### src/rtl/irq_prio_router.sv
module irq_prio_router #(
  parameter int NSRC = 10,
  parameter int DW   = 16
) (
  input  logic            clk,
  input  logic            rst_n,
  input  logic [NSRC-1:0] src_irq,
  input  logic [1:0]      reg_addr,
  input  logic            reg_we,
  input  logic [DW-1:0]   reg_wdata,
  output logic [DW-1:0]   reg_rdata,
  output logic            hi_req,
  output logic            lo_req
);
  localparam int PAD = DW - NSRC;

  logic [NSRC-1:0] hi_lat, lo_lat, pri_q, en_q;
  logic [NSRC-1:0] gated;

  assign gated = src_irq & en_q;

  always_ff @(posedge clk or negedge rst_n) begin
    if (!rst_n) begin
      pri_q <= '0;
      en_q  <= '0;
    end else if (reg_we) begin
      if (reg_addr == 2'd2) pri_q <= reg_wdata[NSRC-1:0];
      if (reg_addr == 2'd3) en_q  <= reg_wdata[NSRC-1:0];
    end
  end

  always_ff @(posedge clk or negedge rst_n) begin
    if (!rst_n) begin
      hi_lat <= '0;
      lo_lat <= '0;
      hi_req <= 1'b0;
      lo_req <= 1'b0;
    end else begin
      hi_lat <= gated & pri_q;
      lo_lat <= gated & ~pri_q;
      hi_req <= |hi_lat;
      lo_req <= |lo_lat;
    end
  end

  always_comb begin
    case (reg_addr)
      2'd0:    reg_rdata = {{PAD{1'b0}}, hi_lat};
      2'd1:    reg_rdata = {{PAD{1'b0}}, lo_lat};
      2'd2:    reg_rdata = {{PAD{1'b0}}, pri_q};
      default: reg_rdata = {{PAD{1'b0}}, en_q};
    endcase
  end
endmodule


### config.mk
export PLATFORM = sky130hd
export DESIGN_NAME = irq_prio_router
export DESIGN_NICKNAME = d
export VERILOG_FILES = /design/src/rtl/irq_prio_router.sv
export SDC_FILE = /design/constraint.sdc
export NUM_CORES = 1
export LEC_CHECK = 0
export BUFFER_PORTS_ARGS = -buffer_cell sky130_fd_sc_hd__buf_2
export CORE_ASPECT_RATIO = 1.1
export CORE_MARGIN = 3
export CORE_UTILIZATION = 35
export CTS_CLUSTER_DIAMETER = 200
export DETAILED_ROUTE_END_ITERATION = 10
export GPL_TIMING_DRIVEN = 0
export PLACE_DENSITY_LB_ADDON = 0.25
export SLEW_MARGIN = 20
export SYNTH_ARGS = -nofsm -noshare
export SYNTH_HDL_FRONTEND = slang
export SYNTH_SLANG_ARGS = --single-unit
### constraint.sdc
create_clock -name clk -period 2.05 [get_ports clk]
set_input_delay 0.3075 -clock clk [delete_from_list [all_inputs] [get_ports clk]]
set_output_delay 0.3075 -clock clk [all_outputs]
set_load 0.01 [all_outputs]
==> results.yml, run 1 <==
logic_synthesis:
  synthesis.instances: 122
  synth.avg_cell_area_um2: 14.6
  yosysTopAreaCellShare_pct: 59.2
  synth.cell_area_um2: 1780
  yosysSeqAreaShare_pct: 59.2
  synth_top_area_cell: "dfrtp_1"
  synthDistinctLibCells: 14
  synth-warning-count: 0
  synth-seq-cells: 42
  synth.area.top_cells: "dfrtp_1 59%, mux2_2 13%, mux4_2 13%"
placed_design:
  hpwl_um: 2550
  place.gp.congestion: 0.648
  port_buffers: 36
  placed_area_um2: 2040
worst_hold_path:
  min_path_type: "in -> async"
detailed_routing:
  wl_per_cell_um: 14.9
  dr.pass1.iters: 4
  drt-total-wl_um: 3380
  viasPerCell: 4.96
  num_vias: 1126
  drtIter0Drc: 57
  drtAntennaViolNets: 0
  drc: 0
clocking:
  tritoncts: "done"
  numCtsBuffers: 5
  clk_pin_slew_ps: 70
  clkLatencyLatePin_ps: 290
  root_buffer: "clkbuf_8"
  post_cts_resize_count: 0
  cts_htree_levels: 2
  hold_buffers: 0
  clock_path_buffers: 2
  cts_sinks: 42
  post_cts_buffers: 0
setup_path:
  critical_path_class: "reg -> out"
  start_kind: "flop"
  slowest_stage: "mux4_2"
  crit_required_ps: 1740
  arrival_ps: 1340
  endpoint_kind: "output pin"
  critical_path.max_stage_delay_ps: 490
  cp_max_fo: 4
  crit_chain: "mux4_2, buf_2"
timing:
  hold_viol_final: 0
  tns_ps: 0
  worst_slew_pin_slew_ps: 900
  slew_headroom_pct: 40.0
  min_period_ps: 1650
  rsz0062_at_grt: "false"
  setup_violations: 0
  fmax_ghz: 0.607
  drv_slew: 0
  timing.hold.ws_ps: 147
  finalCritPeriodShare_pct: 80.4
  fin_skew_ps: 4.03
layout:
  utilization_pct: 45.1
  register_area_um2: 1050
  syn_to_final_growth_pct: 21.4
  n_antenna_cell: 0
  drive_above_1_share_pct: 49.1
  finalInstanceArea_um2: 2150
  multi_input_area_um2: 671
  finalNetCount: 201
  fillers: 447
die:
  ios: 49
  core-area_um2: 4780
  die_height_um: 80.7
  start_util_pct: 37.1
  die_w_um: 73.9
  die_area_um2: 5960
  row_count: 26
power:
  p_leak_nw: 1.07
  irDropWorstVdd_mv: 0.504
  power.total_w: 0.00201
  power.density_nw_per_um2: 933
global_route:
  grt_use_total_pct: 12.7
  antenna_found_initial: 0
  grt_overflow: 0
  grt_first_pass_wirelength_um: 5620
  grt_pass1_vias: 1213
  grt_max_degree: 43
job:
  cap_violations: 0
status:
  status: "completed"
cell usage in the layout (no fill, tap or decap):
cell type,synthesis,final
nand3_1,2,2
nor4_1,4,4
nand3b_1,1,1
buf_2,1,37
and3_1,10,10
mux4_2,10,10
nand2_1,10,10
clkbuf_8,0,8
buf_4,6,6
buf_6,2,2
dfrtp_1,42,42
nor2_1,12,12
mux2_2,20,20
nand3_2,1,1
conb_1,1,6
registers in the layout (all words and copies together) (netlist names):
register / flops
lo_req: 1
lo_lat: 10
hi_lat: 10
pri_q: 10
hi_req: 1
en_q: 10
logic make-up after synthesis:
logic type,count (synthesis),synth area share [%]
flops,42,59.2
simple gates,40,11.1
mux,30,25.4
buf+inv,9,4.09
other cells,1,0.211
layer usage:
| metal | global-route usage (%) | routed length [um] | part of all wire, % |
|---|---|---|---|
| met5 | 0 | 0 | 0 |
| met4 | 3.80 | 46 | 1.4 |
| met3 | 4.13 | 194 | 5.7 |
| met2 | 22.5 | 1880 | 56 |
| met1 | 14.4 | 1260 | 37 |
where the power goes:
group / internal [W] / switching, W
combinational: 0.000207 / 0.000153
clock: 0.000340 / 0.000263
sequential: 0.000957 / 0.0000894
total: 0.00150 / 0.000506
cell type report:
class	instances	area share [%]
Sequential cell	42	48.8
Multi-Input combinational cell	76	31.1
Tap cell	56	3.25
Timing Repair Buffer	36	8.36
Clock buffer	8	5.11
Buffer	9	3.37
Yosys cell counts:
cell	count
nand3_2	1
and3_1	10
mux2_2	20
buf_2	1
buf_6	2
conb_1	1
nor2_1	12
nor4_1	4
dfrtp_1	42
buf_4	6
mux4_2	10
nand2_1	10
nand3_1	2
nand3b_1	1
per-stage QoR:
step	cells	setup slack, ps
after floorplan	127	748
after global placement	219	440
after detailed placement	219	427
after CTS	227	391
after global routing	227	358
final	227	402
worst paths after layout:
kind                                  endpoint  slack [ps]            startpoint  depth (start not counted)
setup / recovery                  reg_rdata[2]         400   en_q[2]$_DFFE_PN0P_                          2
hold / removal             en_q[4]$_DFFE_PN0P_         150                 rst_n                          1
setup reg to reg              lo_req$_DFF_PN0_        1050   lo_lat[5]$_DFF_PN0_                          2
hold reg to reg            lo_lat[3]$_DFF_PN0_         460  pri_q[3]$_DFFE_PN0P_                          1
max in group asynchronous  hi_lat[5]$_DFF_PN0_        1340                 rst_n                          1
min in group clk           lo_lat[7]$_DFF_PN0_         240            src_irq[7]                          3
worst max-delay path: cells and delay by family (launching register included):
family | cells | cell delay, ps
buffers and inverters | 1 | 160
multiplexers | 1 | 490
flip-flops | 1 | 410
No activity file was read; power rests on OpenSTA's default activity.
==> run 2, diff against run 1 <==
clock period = 1.6 ns   (was 2.05 ns; I/O delays follow)
==> run 2 against run 1 <==
Compared with the run above: worst hold slack worse by 74 ps; global-route usage stayed put; wire length is 0.50% higher; die area stayed put; first-iteration DRC count is 49% lower; sequential power is 28% higher; clock power is 28% higher; clock skew is 0.75 ps lower; via count is 0.36% higher; register-to-register slack worse by 450 ps; sequential share of layout area is 1.4 points lower; final area is 2.9% higher; largest power group unchanged.
==> results.yml, run 2 (synthesis gave the netlist of run 1 again) <==
clocking:
  cts_htree_levels: 2
  clk_pin_slew_ps: 70
  cts_sinks: 42
  tritoncts: "done"
  hold_buffers: 0
  numCtsBuffers: 5
  clkLatencyLatePin_ps: 290
  root_buffer: "clkbuf_8"
  clock_path_buffers: 2
die:
  start_util_pct: 37.1
  die_area_um2: 5960
  core-area_um2: 4780
  row_count: 26
  die_w_um: 73.9
  ios: 49
  die_height_um: 80.7
layout:
  n_antenna_cell: 0
  finalNetCount: 206
  layout_common_cells: "42 x dfrtp_1, 33 x buf_2, 20 x mux2_2"
  drive_above_1_share_pct: 50.6
  syn_to_final_growth_pct: 24.9
  utilization_pct: 46.4
  layout_commonest_cell: "dfrtp_1"
placed_design:
  dp_slack_ps: 112
  place.gp.congestion: 0.648
  port_buffers: 36
  hpwl_um: 2550
detailed_routing:
  wl_per_cell_um: 14.7
  drtAntennaViolNets: 0
  dr.pass1.iters: 3
  drt-total-wl_um: 3400
  drtIter0Drc: 29
  viasPerCell: 4.87
  drc: 0
  num_vias: 1130
global_route:
  grt_use_total_pct: 12.7
  grt_max_degree: 43
  grt_overflow: 0
  grt_pass1_vias: 1213
  grt_first_pass_wirelength_um: 5620
  antenna_found_initial: 0
timing:
  setup_violations: 0
  min_period_ps: 1580
  fmax_ghz: 0.633
  rsz0062_at_grt: "true"
  timing.final.ws_setup_ps: 19.2
  slew_headroom_pct: 40.3
  finalCritPeriodShare_pct: 98.8
  timing.hold.ws_ps: 73.0
  fin_skew_ps: 3.28
  worst_slew_pin_slew_ps: 895
  hold_viol_final: 0
  drv_slew: 0
setup_path:
  arrival_ps: 1340
  r2r_start: "lo_lat[5]$_DFF_PN0_"
  critical_path_class: "reg -> out"
  r2r_slack_ps: 600
  cp-startpoint: "en_q[2]$_DFFE_PN0P_"
  rr_worst_depth: 2
  crit_required_ps: 1360
  start_kind: "flop"
  worstReg2RegEnd: "lo_req$_DFF_PN0_"
  cp_max_fo: 4
  endpoint_kind: "output pin"
  crit_path_end: "reg_rdata[2]"
status:
  status: "completed"
power:
  p_leak_nw: 1.10
  power.density_nw_per_um2: 1190
  irDropWorstVdd_mv: 0.644
  power.total_w: 0.00264
job:
  cap_violations: 0
worst_hold_path:
  min_path_type: "in -> async"
## run 2: cell count changes in the layout (fill, tap and decap cells not counted)
cell	change
buf_2	-4
buf_4	+5
buf_6	+4
## run 2: metal layers
layer  track usage [%]  up-vias  routed length, um
li1                  -      536                  -
met1              14.4      563               1280
met2              22.5       26               1880
met3              4.13        5                194
met4              3.80        0                 46
met5                 0        -                  0
## run 2: timing repair
action | CTS | global route
setup buffers | 0 | 5
endpoints found under the setup margin | 0 | 8
gates resized for setup | 0 | 4
## run 2: how the worst min path moves through the flow
stage                      from                   end  slack [ps]  depth (start not counted)
after detailed placement  rst_n   en_q[4]$_DFFE_PN0P_         430                          1
after global routing      rst_n   lo_lat[4]$_DFF_PN0_         150                          1
final                     rst_n   en_q[4]$_DFFE_PN0P_          70                          1
after floorplan           rst_n   en_q[0]$_DFFE_PN0P_         -60                          0
after CTS                 rst_n   en_q[7]$_DFFE_PN0P_         110                          1
after global placement    rst_n  pri_q[4]$_DFFE_PN0P_         400                          1
## run 2: area by class of cell
| class | count | area [um^2] |
|---|---|---|
| Buffer | 9 | 72.6 |
| Clock buffer | 8 | 110 |
| Fill cell | 437 | 2560 |
| Multi-Input combinational cell | 76 | 671 |
| Sequential cell | 42 | 1050 |
| Tap cell | 56 | 70.1 |
| Timing Repair Buffer | 41 | 243 |
## run 2: critical path: stages, from the launching register on
cell and delay [ps]:
dfrtp_1 410, mux4_2 510, buf_6 140
## run 2: stage by stage
stage	instances	area [um^2]	TNS, ps
3_3_place_gp	219	2040	0
5_1_grt	232	2220	-45.7
2_1_floorplan	127	1790	0
6_report	232	2220	0
3_5_place_dp	219	2040	0
4_1_cts	227	2150	0
## run 2: power breakdown
| part | leakage, nW | total [W] | internal (W) | switching, W |
|---|---|---|---|---|
| combinational | 0.512 | 0.000526 | 0.000315 | 0.000211 |
| sequential | 0.527 | 0.00134 | 0.00123 | 0.000111 |
| clock | 0.0575 | 0.000772 | 0.000435 | 0.000337 |
==> run 3, diff against run 2 <==
PLACE_DENSITY = 0.55   (was unset)
PLACE_DENSITY_LB_ADDON = unset   (was 0.25)
==> run 3 against run 2 <==
Compared with the run above: final area is 0.11% higher; via count increased by 2.4%; fmax grew 0.51%; register-to-register slack about the same; worst hold slack improved by 8.5 ps; count of clock-buffer cells in the layout fell by 1; global-route usage up 0.22 points; wire length is 4.9% higher; critical path type unchanged.
==> results.yml, run 3 (synthesis gave the netlist of run 1 again) <==
setup_path:
  start_kind: "flop"
  critical_path_class: "reg -> out"
  crit_required_ps: 1360
  crit_path_end: "reg_rdata[8]"
  worstReg2RegEnd: "lo_req$_DFF_PN0_"
  r2r_slack_ps: 590
  r2r_start: "lo_lat[5]$_DFF_PN0_"
  cp_max_fo: 4
  endpoint_kind: "output pin"
  cp-startpoint: "en_q[8]$_DFFE_PN0P_"
  rr_worst_depth: 2
  arrival_ps: 1330
die:
  row_count: 26
  die_height_um: 80.7
  die_area_um2: 5960
  ios: 49
  die_w_um: 73.9
  start_util_pct: 37.1
  core-area_um2: 4780
placed_design:
  port_buffers: 36
  place.gp.congestion: 0.686
  dp_slack_ps: 122
  hpwl_um: 2540
  placed_area_um2: 2040
  dp.cells: 219
status:
  status: "completed"
timing:
  setup_violations: 0
  slew_headroom_pct: 38.9
  hold_viol_final: 0
  fmax_ghz: 0.636
  drv_slew: 0
  rsz0062_at_grt: "true"
  fin_skew_ps: 3.02
  finalCritPeriodShare_pct: 98.3
  worst_slew_pin_slew_ps: 917
  timing.final.ws_setup_ps: 27.3
  min_period_ps: 1570
layout:
  utilization_pct: 46.4
  finalInstanceArea_um2: 2220
  finalNetCount: 208
  layout_common_cells: "42 x dfrtp_1, 32 x buf_2, 20 x mux2_2"
  fillers: 435
  syn_to_final_growth_pct: 25.0
  n_antenna_cell: 0
  drive_above_1_share_pct: 50.6
  layout_commonest_cell: "dfrtp_1"
  final_cells: 234
clocking:
  cts_htree_levels: 2
  clk_pin_slew_ps: 80
  clkLatencyLatePin_ps: 290
  tritoncts: "done"
  numCtsBuffers: 5
  root_buffer: "clkbuf_8"
  cts_sinks: 42
  clock_path_buffers: 2
detailed_routing:
  num_vias: 1157
  wl_per_cell_um: 15.2
  drt-total-wl_um: 3570
  drtIter0Drc: 48
  dr.pass1.iters: 5
  viasPerCell: 4.94
  drc: 0
  drtAntennaViolNets: 0
worst_hold_path:
  min_path_type: "in -> async"
global_route:
  antenna_found_initial: 0
  grt_max_degree: 43
  grt_overflow: 0
  grt_first_pass_wirelength_um: 5700
  grt_pass1_vias: 1203
  grt_use_total_pct: 12.9
power:
  irDropWorstVdd_mv: 0.506
  power.density_nw_per_um2: 1160
  p_leak_nw: 1.10
job:
  cap_violations: 0
run 3: cell type report:
class / instances / area, um^2 / area share, %
buffer: 9 / 72.6 / 3.27
clock buffer: 7 / 86.3 / 3.89
multi-input combinational: 76 / 671 / 30.2
timing repair buffer: 43 / 264 / 11.9
tap: 56 / 70.1 / 3.16
sequential: 42 / 1050 / 47.4
clock inverter: 1 / 5.00 / 0.225
run 3: worst min-delay path by stage:
stage,to,cells past startpoint
6_report,hi_lat[9]$_DFF_PN0_,1
5_1_grt,hi_lat[7]$_DFF_PN0_,1
4_1_cts,hi_lat[7]$_DFF_PN0_,1
3_5_place_dp,hi_lat[9]$_DFF_PN0_,1
3_3_place_gp,hi_lat[1]$_DFF_PN0_,1
2_1_floorplan,en_q[0]$_DFFE_PN0P_,0
run 3: power by group:
| group | total (W) | internal, W | switching [W] |
|---|---|---|---|
| Sequential | 0.00133 | 0.00123 | 0.000109 |
| Clock | 0.000691 | 0.000348 | 0.000343 |
| Combinational | 0.000553 | 0.000332 | 0.000221 |
| Total | 0.00258 | 0.00191 | 0.000672 |
run 3: timing repair:
item	CTS	global route
endpoints found under the setup margin	0	9
buffers inserted	0	7
hold buffers	0	0
resized for setup	0	5
run 3: worst max-delay path: stages (launching register included):
cell and delay (ps):
dfrtp_1 410, mux4_2 500, buf_6 140
run 3: per-layer routing:
metal  up-vias  track usage (%)  part of all wire (%)
li1        540                -                     -
met5         -                0                     0
met1       571             14.5                    38
met3         6             5.13                   6.9
met4         0             2.72                   1.1
met2        40             23.0                    54
run 3: through the flow:
stage,setup TNS (ps),total power (W),hold slack (ps)
floorplan,0,0.00164,-55.6
global route,-95.4,0.00274,151
detailed placement,0,0.00184,430
global placement,0,0.00181,411
finish,0,0.00258,81.5
CTS,0,0.00252,114
